==> config.mk <==
export PLATFORM = sky130hd
export DESIGN_NAME = edge_capture_timer
export DESIGN_NICKNAME = d
export VERILOG_FILES = /design/src/rtl/ect_pkg.sv /design/src/rtl/ect_ctrl.sv /design/src/rtl/ect_datapath.sv /design/src/rtl/edge_capture_timer.sv
export SDC_FILE = /design/constraint.sdc
export NUM_CORES = 1
export LEC_CHECK = 0
export BUFFER_PORTS_ARGS = -buffer_cell sky130_fd_sc_hd__buf_2
export CAP_MARGIN = 0
export CORE_ASPECT_RATIO = 0.6
export CORE_UTILIZATION = 45
export CTS_CLUSTER_DIAMETER = 80
export DETAILED_ROUTE_END_ITERATION = 12
export HOLD_SLACK_MARGIN = 0.05
export PLACE_DENSITY = 0.65
export SETUP_SLACK_MARGIN = 0.3
export SLEW_MARGIN = 10
export SYNTH_ARGS = -nofsm -noshare
export SYNTH_HDL_FRONTEND = slang
export SYNTH_SLANG_ARGS = --single-unit
==> constraint.sdc <==
create_clock -name clk -period 2.7 [get_ports clk]
set_clock_uncertainty 0.2 [all_clocks]
set_input_delay 0.54 -clock clk [delete_from_list [all_inputs] [get_ports clk]]
set_output_delay 0.54 -clock clk [all_outputs]
set_load 0.02 [all_outputs]
==> src/rtl/ect_pkg.sv <==
package ect_pkg;
  localparam int TIMER_W  = 12;
  localparam int CAP_W    = 8;
  localparam int NUM_CAP  = 4;
  localparam int ADDR_W   = 3;
  localparam int SEL_W    = 3;
  localparam int MAX_SEL  = TIMER_W - CAP_W;
  localparam logic [ADDR_W-1:0] ADDR_CTRL = 3'd4;
  localparam logic [ADDR_W-1:0] ADDR_STAT = 3'd5;

  // strobes from control to datapath
  typedef struct packed {
    logic [NUM_CAP-1:0] capLoad;
    logic [SEL_W-1:0]   winSel;
  } ect_strobe_t;
endpackage

==> src/rtl/ect_ctrl.sv <==
module ect_ctrl
  import ect_pkg::*;
#(
  parameter int SYNC_STAGES = 2
) (
  input  logic                clk,
  input  logic                rstN,
  input  logic                pinA,
  input  logic                pinB,
  input  logic [ADDR_W-1:0]   regAddr,
  input  logic                regWrEn,
  input  logic [CAP_W-1:0]    regWrData,
  input  logic                regRdEn,
  output ect_strobe_t         strb,
  output logic [CAP_W-1:0]    ctrlQ,
  output logic [NUM_CAP-1:0]  validQ,
  output logic                irqA,
  output logic                irqB
);
  localparam int NUM_PINS = 2;
  localparam int HOLD_BIT = CAP_W - 1;

  logic [NUM_PINS-1:0] pinIn;
  logic [NUM_PINS-1:0] riseEvt;
  logic [NUM_PINS-1:0] fallEvt;
  logic [NUM_CAP-1:0]  evt;
  logic [NUM_CAP-1:0]  rdClr;

  assign pinIn = {pinB, pinA};

  // synchroniser plus one history flop per pin
  for (genvar p = 0; p < NUM_PINS; p++) begin : g_pin
    logic [SYNC_STAGES:0] shiftQ;
    always_ff @(posedge clk) begin
      if (!rstN) shiftQ <= '0;
      else       shiftQ <= {shiftQ[SYNC_STAGES-1:0], pinIn[p]};
    end
    assign riseEvt[p] =  shiftQ[SYNC_STAGES-1] & ~shiftQ[SYNC_STAGES];
    assign fallEvt[p] = ~shiftQ[SYNC_STAGES-1] &  shiftQ[SYNC_STAGES];
    assign evt[2*p]   = riseEvt[p];
    assign evt[2*p+1] = fallEvt[p];
  end

  // per-register capture gating and valid flags
  for (genvar c = 0; c < NUM_CAP; c++) begin : g_cap
    assign strb.capLoad[c] = evt[c] & ~(ctrlQ[HOLD_BIT] & validQ[c]);
    assign rdClr[c] = regRdEn && (regAddr == ADDR_W'(c));
    always_ff @(posedge clk) begin
      if (!rstN)                validQ[c] <= 1'b0;
      else if (strb.capLoad[c]) validQ[c] <= 1'b1;
      else if (rdClr[c])        validQ[c] <= 1'b0;
    end
  end

  always_ff @(posedge clk) begin
    if (!rstN)                                 ctrlQ <= '0;
    else if (regWrEn && regAddr == ADDR_CTRL)  ctrlQ <= regWrData;
  end

  // prescaler clamp
  always_comb begin
    if (ctrlQ[HOLD_BIT-1 -: SEL_W] > SEL_W'(MAX_SEL)) strb.winSel = SEL_W'(MAX_SEL);
    else                                             strb.winSel = ctrlQ[HOLD_BIT-1 -: SEL_W];
  end

  assign irqA = |(validQ[1:0] & ctrlQ[1:0]);
  assign irqB = |(validQ[3:2] & ctrlQ[3:2]);
endmodule

==> src/rtl/ect_datapath.sv <==
module ect_datapath
  import ect_pkg::*;
(
  input  logic                clk,
  input  logic                rstN,
  input  logic                tickEn,
  input  ect_strobe_t         strb,
  input  logic [CAP_W-1:0]    ctrlQ,
  input  logic [NUM_CAP-1:0]  validQ,
  input  logic [ADDR_W-1:0]   regAddr,
  output logic [CAP_W-1:0]    regRdData
);
  localparam int NUM_WIN = MAX_SEL + 1;

  logic [TIMER_W-1:0] timerQ;
  logic [CAP_W-1:0]   win [NUM_WIN];
  logic [CAP_W-1:0]   winData;
  logic [CAP_W-1:0]   capQ [NUM_CAP];

  always_ff @(posedge clk) begin
    if (!rstN)       timerQ <= '0;
    else if (tickEn) timerQ <= timerQ + 1'b1;
  end

  for (genvar w = 0; w < NUM_WIN; w++) begin : g_win
    assign win[w] = timerQ[w+CAP_W-1:w];
  end

  always_comb begin
    winData = '0;
    for (int w = 0; w < NUM_WIN; w++) begin
      if (int'(strb.winSel) == w) winData = win[w];
    end
  end

  for (genvar c = 0; c < NUM_CAP; c++) begin : g_reg
    always_ff @(posedge clk) begin
      if (!rstN)                capQ[c] <= '0;
      else if (strb.capLoad[c]) capQ[c] <= winData;
    end
  end

  always_comb begin
    regRdData = '0;
    if (int'(regAddr) < NUM_CAP)  regRdData = capQ[regAddr[1:0]];
    else if (regAddr == ADDR_CTRL) regRdData = ctrlQ;
    else if (regAddr == ADDR_STAT) regRdData = CAP_W'(validQ);
  end
endmodule

==> src/rtl/edge_capture_timer.sv <==
module edge_capture_timer
  import ect_pkg::*;
(
  input  logic              clk,
  input  logic              rstN,
  input  logic              tickEn,
  input  logic              pinA,
  input  logic              pinB,
  input  logic [ADDR_W-1:0] regAddr,
  input  logic              regWrEn,
  input  logic [CAP_W-1:0]  regWrData,
  input  logic              regRdEn,
  output logic [CAP_W-1:0]  regRdData,
  output logic              irqA,
  output logic              irqB
);
  ect_strobe_t        strb;
  logic [CAP_W-1:0]   ctrlQ;
  logic [NUM_CAP-1:0] validQ;

  ect_ctrl u_ctrl (
    .clk(clk), .rstN(rstN), .pinA(pinA), .pinB(pinB),
    .regAddr(regAddr), .regWrEn(regWrEn), .regWrData(regWrData),
    .regRdEn(regRdEn), .strb(strb), .ctrlQ(ctrlQ), .validQ(validQ),
    .irqA(irqA), .irqB(irqB)
  );

  ect_datapath u_dp (
    .clk(clk), .rstN(rstN), .tickEn(tickEn), .strb(strb),
    .ctrlQ(ctrlQ), .validQ(validQ), .regAddr(regAddr),
    .regRdData(regRdData)
  );
endmodule

==> summary.txt, run 1 <==
Final layout
  • # nets final: 317
  • Layout cells sized above 1: 0.1914
  • Area Overhead vs Synth: 13.63%
  • Antenna cells: 0

Synth
  • Cells after Synth: 272
  • FFs w/ async S/R, synth: 0
  • Main synth FF type: edfxtp_1
  • Syn_nets: 291
  • Number of synthesis warnings: 0
  • Seq cells post-synth: 62
  • EDFF count, synth: 32
  • Seq/Total Area, Yosys: 0.5365
  • Synthesized area per cell: 10.70 um2
  • Synth cell types: 36
  • Synth Cell Area: 2910 um2

Global route
  • Initial antenna violation count: 0
  • Largest net degree at the start of global routing: 22
  • Global-route wire length before repair: 10.70 mm
  • GRT Resource Usage Total: 0.2155
  • Grt total ovfl: 0
  • Vias in the first global route: 1971

Floorplan
  • Rows: 22
  • Core area: 6166 um2
  • Starting Density: 0.4720
  • # IOs: 28
  • Die height: 64.30 um
  • Die area: 6804 um2
  • Chip width: 105.8 um

Power and ir drop
  • PD cells: 599.2 nW/um2
  • Cell internal pwr: 0.001478 W
  • Switching Share: 0.2542
  • Switch Pwr: 0.0005037 W
  • Clock network power share: 0.390
  • Overall power: 0.001982 W
  • Part of the power in registers: 0.525
  • Combinational share of power: 0.084
  • Max VDD drop: 0.0002366 V
  • Leakage: 1.210 nW

Clock tree
  • Clk buf depth: 2
  • H-tree levels: 3
  • CTS clk-pin slew, worst paths: 0.07 ns
  • Worst skew pair latency: 0.34 ns
  • CTS tree: done
  • # clock sinks: 62
  • TritonCTS Buffers: 9
  • CTS Hold Bufs: 0
  • Root Driver: clkbuf_8

Timing
  • Final Hold Fails: 0
  • Max Fclk: 430.5 MHz
  • Worst Tran Pin Value: 0.6560 ns
  • Final slew viol count: 0
  • Endpoints failing setup: 0
  • RSZ-0062 raised after global routing: no
  • Tmin final: 2.323 ns
  • Final worst slack: 0.3773 ns
  • Setup TNS: 0 ns
  • Fin crit share: 0.8603
  • Slew headroom: 0.5586

Place
  • Post-DP HPWL: 4.747 mm
  • Post-Place Setup Slack: 0.1745 ns
  • Input/output buffers: 27
  • Routability cong.: 0.8414

Drt
  • Pre-antenna DRT Iters: 4
  • Vias: 2162
  • Initial DRC count: 222
  • Routed WL: 6.784 mm
  • DRC Markers: 0
  • ANT nets after route: 0
  • Drt wl/cell: 17.53 um
  • Via/cell ratio: 5.587

Run
  • Max-capacitance violation count: 0

Outcome
  • Status: finished, final reports clean

Hold path
  • Worst Hold Class: in -> reg

Setup path
  • CP required: 1.96 ns
  • Crit path launch type: input port
  • Crit path kind: in -> out
  • Crit end category: output port
  • Critical path arrival: 1.58 ns
  • Crit path max fanout: 10
cells in the final DEF, fill, tap and decap left out, types with 3 or more instances in the layout:
| cell | n |
|---|---|
| and2_1 | 6 |
| nor2_1 | 24 |
| or4_1 | 4 |
| o22ai_1 | 15 |
| mux4_2 | 8 |
| clkbuf_8 | 9 |
| a21oi_1 | 6 |
| mux2_1 | 5 |
| nand4_1 | 3 |
| nor3_1 | 28 |
| edfxtp_1 | 32 |
| nand2b_1 | 3 |
| mux2i_1 | 14 |
| nand3_1 | 8 |
| xor2_1 | 3 |
| o21ai_0 | 3 |
| nand2_1 | 25 |
| buf_2 | 26 |
| nor2b_1 | 4 |
| mux2_2 | 4 |
| o31ai_1 | 4 |
| dfxtp_1 | 30 |
| inv_1 | 12 |
Yosys cell counts (all sizes together) (3+ instances only):
library cell | number | area share
or4 | 4 | 0.010
nor2b | 4 | 0.0086
inv | 12 | 0.015
dfxtp | 30 | 0.21
nand4 | 3 | 0.0064
edfxtp | 32 | 0.33
xor2 | 3 | 0.0090
nand3 | 8 | 0.014
nand2b | 3 | 0.0064
o31ai | 4 | 0.010
clkbuf | 8 | 0.010
a21oi | 6 | 0.010
o21ai | 3 | 0.0052
o22ai | 15 | 0.032
nor2 | 24 | 0.031
nand2 | 25 | 0.032
buf | 6 | 0.011
mux2i | 14 | 0.048
nor3 | 28 | 0.048
mux4 | 8 | 0.062
mux2 | 9 | 0.035
and2 | 6 | 0.013
layer usage:
layer | wire [um] | vias up | GRT usage
met5 | 0 | - | 0
met4 | 36 | 0 | 0.05208
met3 | 637 | 4 | 0.06633
met2 | 2708 | 93 | 0.3007
met1 | 3402 | 1009 | 0.3220
li1 | - | 1056 | -
logic make-up (layout without fill, tap and decap cells):
family | after synthesis | count (layout) | share of synthesized area
multiplexers | 31 | 31 | 0.1449
XOR/XNOR | 4 | 4 | 0.01204
adder cells (fa/ha/maj) | 1 | 1 | 0.004299
flip-flops | 62 | 62 | 0.5365
AO/OA/AOI/OAI | 34 | 34 | 0.07524
buffers and inverters | 27 | 58 | 0.03826
AND/OR/NAND/NOR | 113 | 113 | 0.1887
through the flow:
stage / util / cell area [um2] / cells / hold slack [ns]
2_1_floorplan: - / 2910 / 272 / 0.2119
3_3_place_gp: 0.5043 / 3109 / 371 / 0.2161
3_5_place_dp: 0.5043 / 3109 / 371 / 0.2169
4_1_cts: 0.5357 / 3303 / 387 / 0.1976
5_1_grt: 0.5363 / 3307 / 387 / 0.1898
6_report: 0.5363 / 3307 / 387 / 0.2088
state kept, by name (all words and copies together) (netlist names):
| register | cells |
|---|---|
| u_ctrl.validQ | 4 |
| u_ctrl.g_pin.shiftQ | 6 |
| u_ctrl.ctrlQ | 8 |
| u_dp.capQ | 32 |
| u_dp.timerQ | 12 |
final timing paths:
kind | from | depth (start not counted) | slack [ns] | endpoint
setup reg to reg | u_dp.timerQ[3] | 3 | 0.60 | u_dp.timerQ[11]
hold reg to reg | u_ctrl.g_pin[0].shiftQ[0] | 1 | 0.23 | u_ctrl.g_pin[0].shiftQ[1]
setup / recovery | regAddr[0] | 5 | 0.38 | regRdData[1]
hold / removal | pinB | 2 | 0.21 | u_ctrl.g_pin[1].shiftQ[0]
power groups by stage:
stage                     clock network (W)  logic (W)  registers (W)
after global routing               0.000833   0.000181        0.00105
final                              0.000774   0.000167        0.00104
after floorplan                           0   0.000117        0.00105
after global placement                    0   0.000164        0.00106
after detailed placement                  0   0.000165        0.00106
after CTS                          0.000784   0.000167        0.00104
final cells by class:
cell class                 count  area, um2
clock buffer                  10      148.9
multi-input combinational    183       1244
inverter                      13      48.80
fill                         537       2859
clock inverter                 6      42.54
sequential                    62       1562
tap                           84      105.1
timing repair buffer          29      156.4
timing repair:
| action | CTS | global route |
|---|---|---|
| setup endpoints to repair | 8 | 4 |
| endpoints found under the hold margin | 0 | 0 |
| resized for setup | 1 | 1 |
| setup buffers | 0 | 0 |
critical path, cell delays in order:
cell and delay [ns]:
buf_6 0.16, mux4_2 0.52, inv_1 0.10, o22ai_1 0.09, buf_2 0.17
(Power assumes the default switching activity.)
==> inputs of run 2 (changes only) <==
- ABC_CLOCK_PERIOD_IN_PS: not set -> 2130
- PLACE_DENSITY: 0.65 -> 0.68
- TNS_END_PERCENT: not set -> 20
- clock period: 2.7 -> 2.13 ns (I/O delays scaled with it)
==> summary.txt, run 2 (same netlist as run 1, synthesis figures left out) <==
Final layout
  • Most common cell after layout, fill and taps aside: edfxtp_1 (unchanged)
  • Layout cells sized above 1: 0.3000 (was 0.1914)
  • Biggest register: u_dp.capQ (unchanged)
  • # nets final: 324 (was 317)
  • Area Overhead vs Synth: 22.10% (was 13.63%)
  • Post-Layout Cell Count: 394 (was 387)
  • Final core utilization: 0.5763 (was 0.5363)
  • Largest regs: u_dp.capQ: 32 flops, u_dp.timerQ: 12 flops, u_ctrl.ctrlQ: 8 flops (unchanged)
  • Most frequent cells in the layout: edfxtp_1 (32), nor3_1 (28), nand2_1 (25), dfxtp_1 (25), nor2_1 (24) (was edfxtp_1 (32), dfxtp_1 (30), nor3_1 (28), buf_2 (26), nand2_1 (25))
  • Antenna cells: 0 (unchanged)
  • Final instance area: 3553 um2 (was 3307 um2)
  • FILL cells: 516 (was 537)
  • Multi-input logic area: 1373 um2 (was 1244 um2)
  • Storage cell area: 1575 um2 (was 1562 um2)
  • Max FFs per register: 32 (unchanged)

Setup path
  • Critical path arrival: 1.53 ns (was 1.58 ns)
  • Critical R2R Capture: u_dp.timerQ[8] (was u_dp.timerQ[11])
  • Crit path launch type: register (was input port)
  • Worst path slowest cell: mux4_2 (unchanged)
  • Crit path kind: reg -> out (was in -> out)
  • R2R depth: 4 (was 3)
  • WP buf/inv: 2 (was 3)
  • Reg2reg start: u_dp.timerQ[1] (was u_dp.timerQ[3])
  • Delay-heaviest family, CP: multiplexers (unchanged)
  • CP required: 1.50 ns (was 1.96 ns)
  • Worst R2R Setup Slack: 0.39 ns (was 0.60 ns)
  • CP Cell Sequence: mux4_2 > inv_2 > o22ai_2 > buf_6 (was buf_6 > mux4_2 > inv_1 > o22ai_1 > buf_2)
  • Crit path max fanout: 1 (was 10)
  • Max incr delay on CP: 0.51 ns (was 0.52 ns)
  • Crit end category: output port (unchanged)

Timing
  • Fin crit share: 1.012
  • Tmin final: 2.156 ns
  • Final Hold Fails: 0 (unchanged)
  • Final slew viol count: 0 (unchanged)
  • Worst Tran Pin Value: 0.4793 ns (was 0.6560 ns)
  • Final worst slack: -0.02617 ns (was 0.3773 ns)
  • Setup TNS: -0.04609 ns (was 0 ns)
  • Endpoints failing setup: 3 (was 0)
  • Slew headroom: 0.6796 (was 0.5586)
  • Max Fclk: 463.8 MHz
  • RSZ-0062 raised after global routing: yes (was no)

Place
  • Routability cong.: 0.8516 (was 0.8414)
  • Post-Place Cells: 378 (was 371)
  • Input/output buffers: 27 (unchanged)
  • Post-DP HPWL: 5.105 mm (was 4.747 mm)
  • Area after DPL: 3234 um2 (was 3109 um2)

Global route
  • Initial antenna violation count: 0 (unchanged)
  • Grt total ovfl: 0 (unchanged)
  • Global-route wire length before repair: 11.27 mm (was 10.70 mm)
  • GRT Resource Usage Total: 0.2208 (was 0.2155)
  • Vias in the first global route: 2192 (was 1971)
  • Largest net degree at the start of global routing: 20 (was 22)

Power and ir drop
  • Clock network power share: 0.387 (was 0.390)
  • PD cells: 724.2 nW/um2 (was 599.2 nW/um2)
  • Cell internal pwr: 0.001964 W (was 0.001478 W)
  • Switching Share: 0.2368 (was 0.2542)
  • Leakage: 1.297 nW (was 1.210 nW)
  • Switch Pwr: 0.0006093 W (was 0.0005037 W)
  • Part of the power in registers: 0.514 (was 0.525)
  • Max VDD drop: 0.0004311 V (was 0.0002366 V)
  • Combinational share of power: 0.099 (was 0.084)

Clock tree
  • # clock sinks: 62 (unchanged)
  • CTS clk-pin slew, worst paths: 0.07 ns (about the same)
  • Root Driver: clkbuf_8 (unchanged)
  • CTS Hold Bufs: 0 (unchanged)
  • Clk buf depth: 2 (unchanged)
  • H-tree levels: 3 (unchanged)
  • CTS tree: done (unchanged)
  • TritonCTS Buffers: 9 (unchanged)
  • Setup Fix Bufs, Post-CTS: 0 (unchanged)
  • Worst skew pair latency: 0.33 ns (was 0.34 ns)

Floorplan
  • Rows: 22 (unchanged)
  • # IOs: 28 (unchanged)
  • Starting Density: 0.4720 (unchanged)
  • Chip width: 105.8 um (unchanged)
  • Core area: 6166 um2 (unchanged)
  • Die height: 64.30 um (unchanged)
  • Die area: 6804 um2 (unchanged)

Hold path
  • Hold Path End: u_ctrl.g_pin[0].shiftQ[0] (was u_ctrl.g_pin[1].shiftQ[0])
  • Hold path start: pinA (was pinB)
  • Hold depth: 2 (unchanged)
  • Worst Hold Class: in -> reg (unchanged)

Drt
  • ANT nets after route: 0 (unchanged)
  • DRC Markers: 0 (unchanged)
  • Drt wl/cell: 17.37 um (was 17.53 um)
  • Via/cell ratio: 5.746 (was 5.587)
  • Vias: 2264 (was 2162)
  • Routed WL: 6.844 mm (was 6.784 mm)
  • Initial DRC count: 170 (was 222)
  • Pre-antenna DRT Iters: 5 (was 4)

Outcome
  • Failing checks: negative setup slack
  • Status: finished with violations (was finished, final reports clean)

Run
  • Max-capacitance violation count: 0 (unchanged)
run 2: cell type report:
| type | instances | share of cell area |
|---|---|---|
| Clock buffer | 13 | 0.05106 |
| Clock inverter | 3 | 0.004225 |
| Inverter | 13 | 0.01373 |
| Multi-Input combinational cell | 183 | 0.3863 |
| Sequential cell | 62 | 0.4433 |
| Tap cell | 84 | 0.02958 |
| Timing Repair Buffer | 36 | 0.07183 |
run 2: per-stage QoR:
step                power, W  setup WS [ns]  hold WS [ns]
floorplan           0.001510         0.1722        0.2119
global placement    0.001577       -0.08631        0.2145
detailed placement  0.001582        -0.1051        0.2181
CTS                 0.002586       -0.02812       0.09397
global route        0.002663       -0.06695       0.08792
finish              0.002573       -0.02617        0.1047
run 2: what timing repair did:
item                       CTS  global route
pin swaps                    3             4
setup endpoints to repair   40            27
gates resized for setup     26            14
run 2: worst register-to-register path, cell delays in order (launching register included):
cell and delay (ns):
dfxtp_1 0.40, ha_1 0.24, nand2_1 0.15, or4_1 0.55
a21oi_2 0.14
run 2: how the worst max path moves through the flow:
stage	start	end	slack, ns	cells after the start
after floorplan	regAddr[0]	regRdData[4]	0.17	5
after global placement	regAddr[0]	regRdData[4]	-0.09	5
after detailed placement	regAddr[0]	regRdData[6]	-0.11	5
after CTS	u_dp.capQ[3][0]	regRdData[0]	-0.03	4
after global routing	u_dp.capQ[3][1]	regRdData[1]	-0.07	4
final	u_dp.capQ[3][1]	regRdData[1]	-0.03	4
run 2: power groups by stage:
stage	Sequential, W	Clock (W)	Combinational, W
after floorplan	0.00134	0	0.000173
after global placement	0.00135	0	0.000228
after detailed placement	0.00135	0	0.000232
after CTS	0.00132	0.00101	0.000251
after global routing	0.00132	0.00106	0.000276
final	0.00132	0.000997	0.000255
run 2: metal layers:
metal | part of all wire | GRT usage
met1 | 0.50 | 0.3229
met2 | 0.42 | 0.3170
met3 | 0.074 | 0.06939
met4 | 0.0092 | 0.05208
met5 | 0 | 0
==> inputs of run 3 (changes only) <==
- CTS_BUF_LIST: not set -> sky130_fd_sc_hd__clkbuf_16
- MAX_ROUTING_LAYER: not set -> met4
==> summary.txt, run 3 (same netlist as run 1, synthesis figures left out) <==
Outcome
  • Status: finished with violations (unchanged)
  • Failing checks: negative setup slack (unchanged)

Timing
  • Final worst slack: -0.01109 ns (was -0.02617 ns)
  • Final slew viol count: 0 (unchanged)
  • Max Fclk: 467.1 MHz (was 463.8 MHz)
  • RSZ-0062 raised after global routing: yes (unchanged)
  • Tmin final: 2.141 ns (was 2.156 ns)
  • Final Hold Fails: 0 (unchanged)
  • Worst Tran Pin Value: 0.4999 ns (was 0.4793 ns)
  • Endpoints failing setup: 2 (was 3)
  • WHS: 0.1162 ns (was 0.1047 ns)
  • Setup TNS: -0.01309 ns (was -0.04609 ns)
  • Slew headroom: 0.6658 (was 0.6796)
  • Fin crit share: 1.005 (was 1.012)

Floorplan
  • Die height: 64.30 um (unchanged)
  • # IOs: 28 (unchanged)
  • Core area: 6166 um2 (unchanged)
  • Rows: 22 (unchanged)
  • Die area: 6804 um2 (unchanged)
  • Starting Density: 0.4720 (unchanged)
  • Chip width: 105.8 um (unchanged)

Setup path
  • Crit path kind: reg -> out (unchanged)
  • Critical path arrival: 1.52 ns (was 1.53 ns)
  • Crit path launch type: register (unchanged)
  • Worst R2R Setup Slack: 0.26 ns (was 0.39 ns)
  • Reg2reg start: u_dp.timerQ[3] (was u_dp.timerQ[1])
  • Crit end category: output port (unchanged)
  • Critical R2R Capture: u_dp.timerQ[7] (was u_dp.timerQ[8])
  • Crit path max fanout: 1 (unchanged)
  • R2R depth: 3 (was 4)
  • CP required: 1.50 ns (about the same)

Place
  • Routability cong.: 0.8651 (was 0.8516)
  • Post-Place Setup Slack: -0.1051 ns (unchanged)
  • Input/output buffers: 27 (unchanged)
  • Post-DP HPWL: 5.105 mm (unchanged)

Drt
  • Routed WL: 7.082 mm (was 6.844 mm)
  • Vias: 2236 (was 2264)
  • Pre-antenna DRT Iters: 4 (was 5)
  • Initial DRC count: 222 (was 170)
  • Via/cell ratio: 5.675 (was 5.746)
  • Drt wl/cell: 17.97 um (was 17.37 um)
  • ANT nets after route: 0 (unchanged)
  • DRC Markers: 0 (unchanged)

Final layout
  • # nets final: 324 (unchanged)
  • Area Overhead vs Synth: 25.84% (was 22.10%)
  • Max FFs per register: 32 (unchanged)
  • Most common cell after layout, fill and taps aside: edfxtp_1 (unchanged)
  • Biggest register: u_dp.capQ (unchanged)
  • Most frequent cells in the layout: edfxtp_1 (32), nor3_1 (28), dfxtp_1 (26), nand2_1 (25), nor2_1 (24) (was edfxtp_1 (32), nor3_1 (28), nand2_1 (25), dfxtp_1 (25), nor2_1 (24))
  • Layout cells sized above 1: 0.3065 (was 0.3000)
  • Final core utilization: 0.5940 (was 0.5763)
  • Largest regs: u_dp.capQ: 32 flops, u_dp.timerQ: 12 flops, u_ctrl.ctrlQ: 8 flops (unchanged)
  • Antenna cells: 0 (unchanged)

Power and ir drop
  • Max VDD drop: 0.0004880 V (was 0.0004311 V)
  • PD cells: 814.0 nW/um2 (was 724.2 nW/um2)
  • Leakage: 1.354 nW (was 1.297 nW)

Clock tree
  • CTS clk-pin slew, worst paths: 0.05 ns (was 0.07 ns)
  • TritonCTS Buffers: 9 (unchanged)
  • CTS tree: done (unchanged)
  • Root Driver: clkbuf_16 (was clkbuf_8)
  • H-tree levels: 3 (unchanged)
  • CTS Hold Bufs: 0 (unchanged)
  • Setup Fix Bufs, Post-CTS: 0 (unchanged)
  • # clock sinks: 62 (unchanged)
  • Worst skew pair latency: 0.33 ns (about the same)
  • Clk buf depth: 2 (unchanged)

Global route
  • Vias in the first global route: 2195 (was 2192)
  • Largest net degree at the start of global routing: 20 (unchanged)
  • GRT Resource Usage Total: 0.2350 (was 0.2208)
  • Grt total ovfl: 0 (unchanged)
  • Initial antenna violation count: 0 (unchanged)
  • Global-route wire length before repair: 11.45 mm (was 11.27 mm)

Hold path
  • Hold depth: 2 (unchanged)
  • Worst Hold Class: in -> reg (unchanged)
  • Hold Path End: u_ctrl.g_pin[0].shiftQ[0] (unchanged)
  • Hold path start: pinA (unchanged)

Run
  • Max-capacitance violation count: 0 (unchanged)
-- run 3: critical path, cell delays in order, from the launching register on --
cell      delay [ns]
edfxtp_1        0.41
mux4_2          0.50
inv_2           0.07
o22ai_2         0.07
buf_6           0.14
-- run 3: final cells by class --
cell class / instances / area [um2]
clock inverter: 5 / 22.52
multi-input combinational: 183 / 1381
inverter: 13 / 48.80
clock buffer: 11 / 275.3
fill: 495 / 2504
sequential: 62 / 1574
tap: 84 / 105.1
timing repair buffer: 36 / 255.2
-- run 3: how the worst max path moves through the flow --
stage                   endpoint  cells after the start  slack (ns)             from
CTS                 regRdData[0]                      4       -0.01  u_dp.capQ[3][0]
floorplan           regRdData[4]                      5        0.17       regAddr[0]
global route        regRdData[1]                      4       -0.05  u_dp.capQ[3][1]
finish              regRdData[1]                      4       -0.01  u_dp.capQ[2][1]
global placement    regRdData[4]                      5       -0.09       regAddr[0]
detailed placement  regRdData[6]                      5       -0.11       regAddr[0]
-- run 3: metrics by stage --
stage	instance area, um2	std cells	power [W]
3_3_place_gp	3234	378	0.001577
2_1_floorplan	3007	272	0.001510
6_report	3662	394	0.002981
3_5_place_dp	3234	378	0.001582
4_1_cts	3603	394	0.003001
5_1_grt	3662	394	0.003082
-- run 3: what timing repair did --
| action | 4_1_cts | 5_1_grt |
|---|---|---|
| resized for setup | 26 | 16 |
| setup endpoints to repair | 38 | 23 |
| pin swaps | 3 | 10 |
| hold endpoints to repair | 0 | 0 |
-- run 3: report_power, final --
group | total [W] | switching, W | internal [W]
clock | 0.00140 | 0.000490 | 0.000912
sequential | 0.00132 | 0.0000268 | 0.00130
combinational | 0.000255 | 0.000145 | 0.000110
total | 0.00298 | 0.000662 | 0.00232
-- run 3: layer usage --
metal | part of all wire | GRT usage
met5 | 0 | -
met4 | 0.0089 | 0.06771
met3 | 0.084 | 0.06837
met2 | 0.42 | 0.3268
met1 | 0.48 | 0.3314
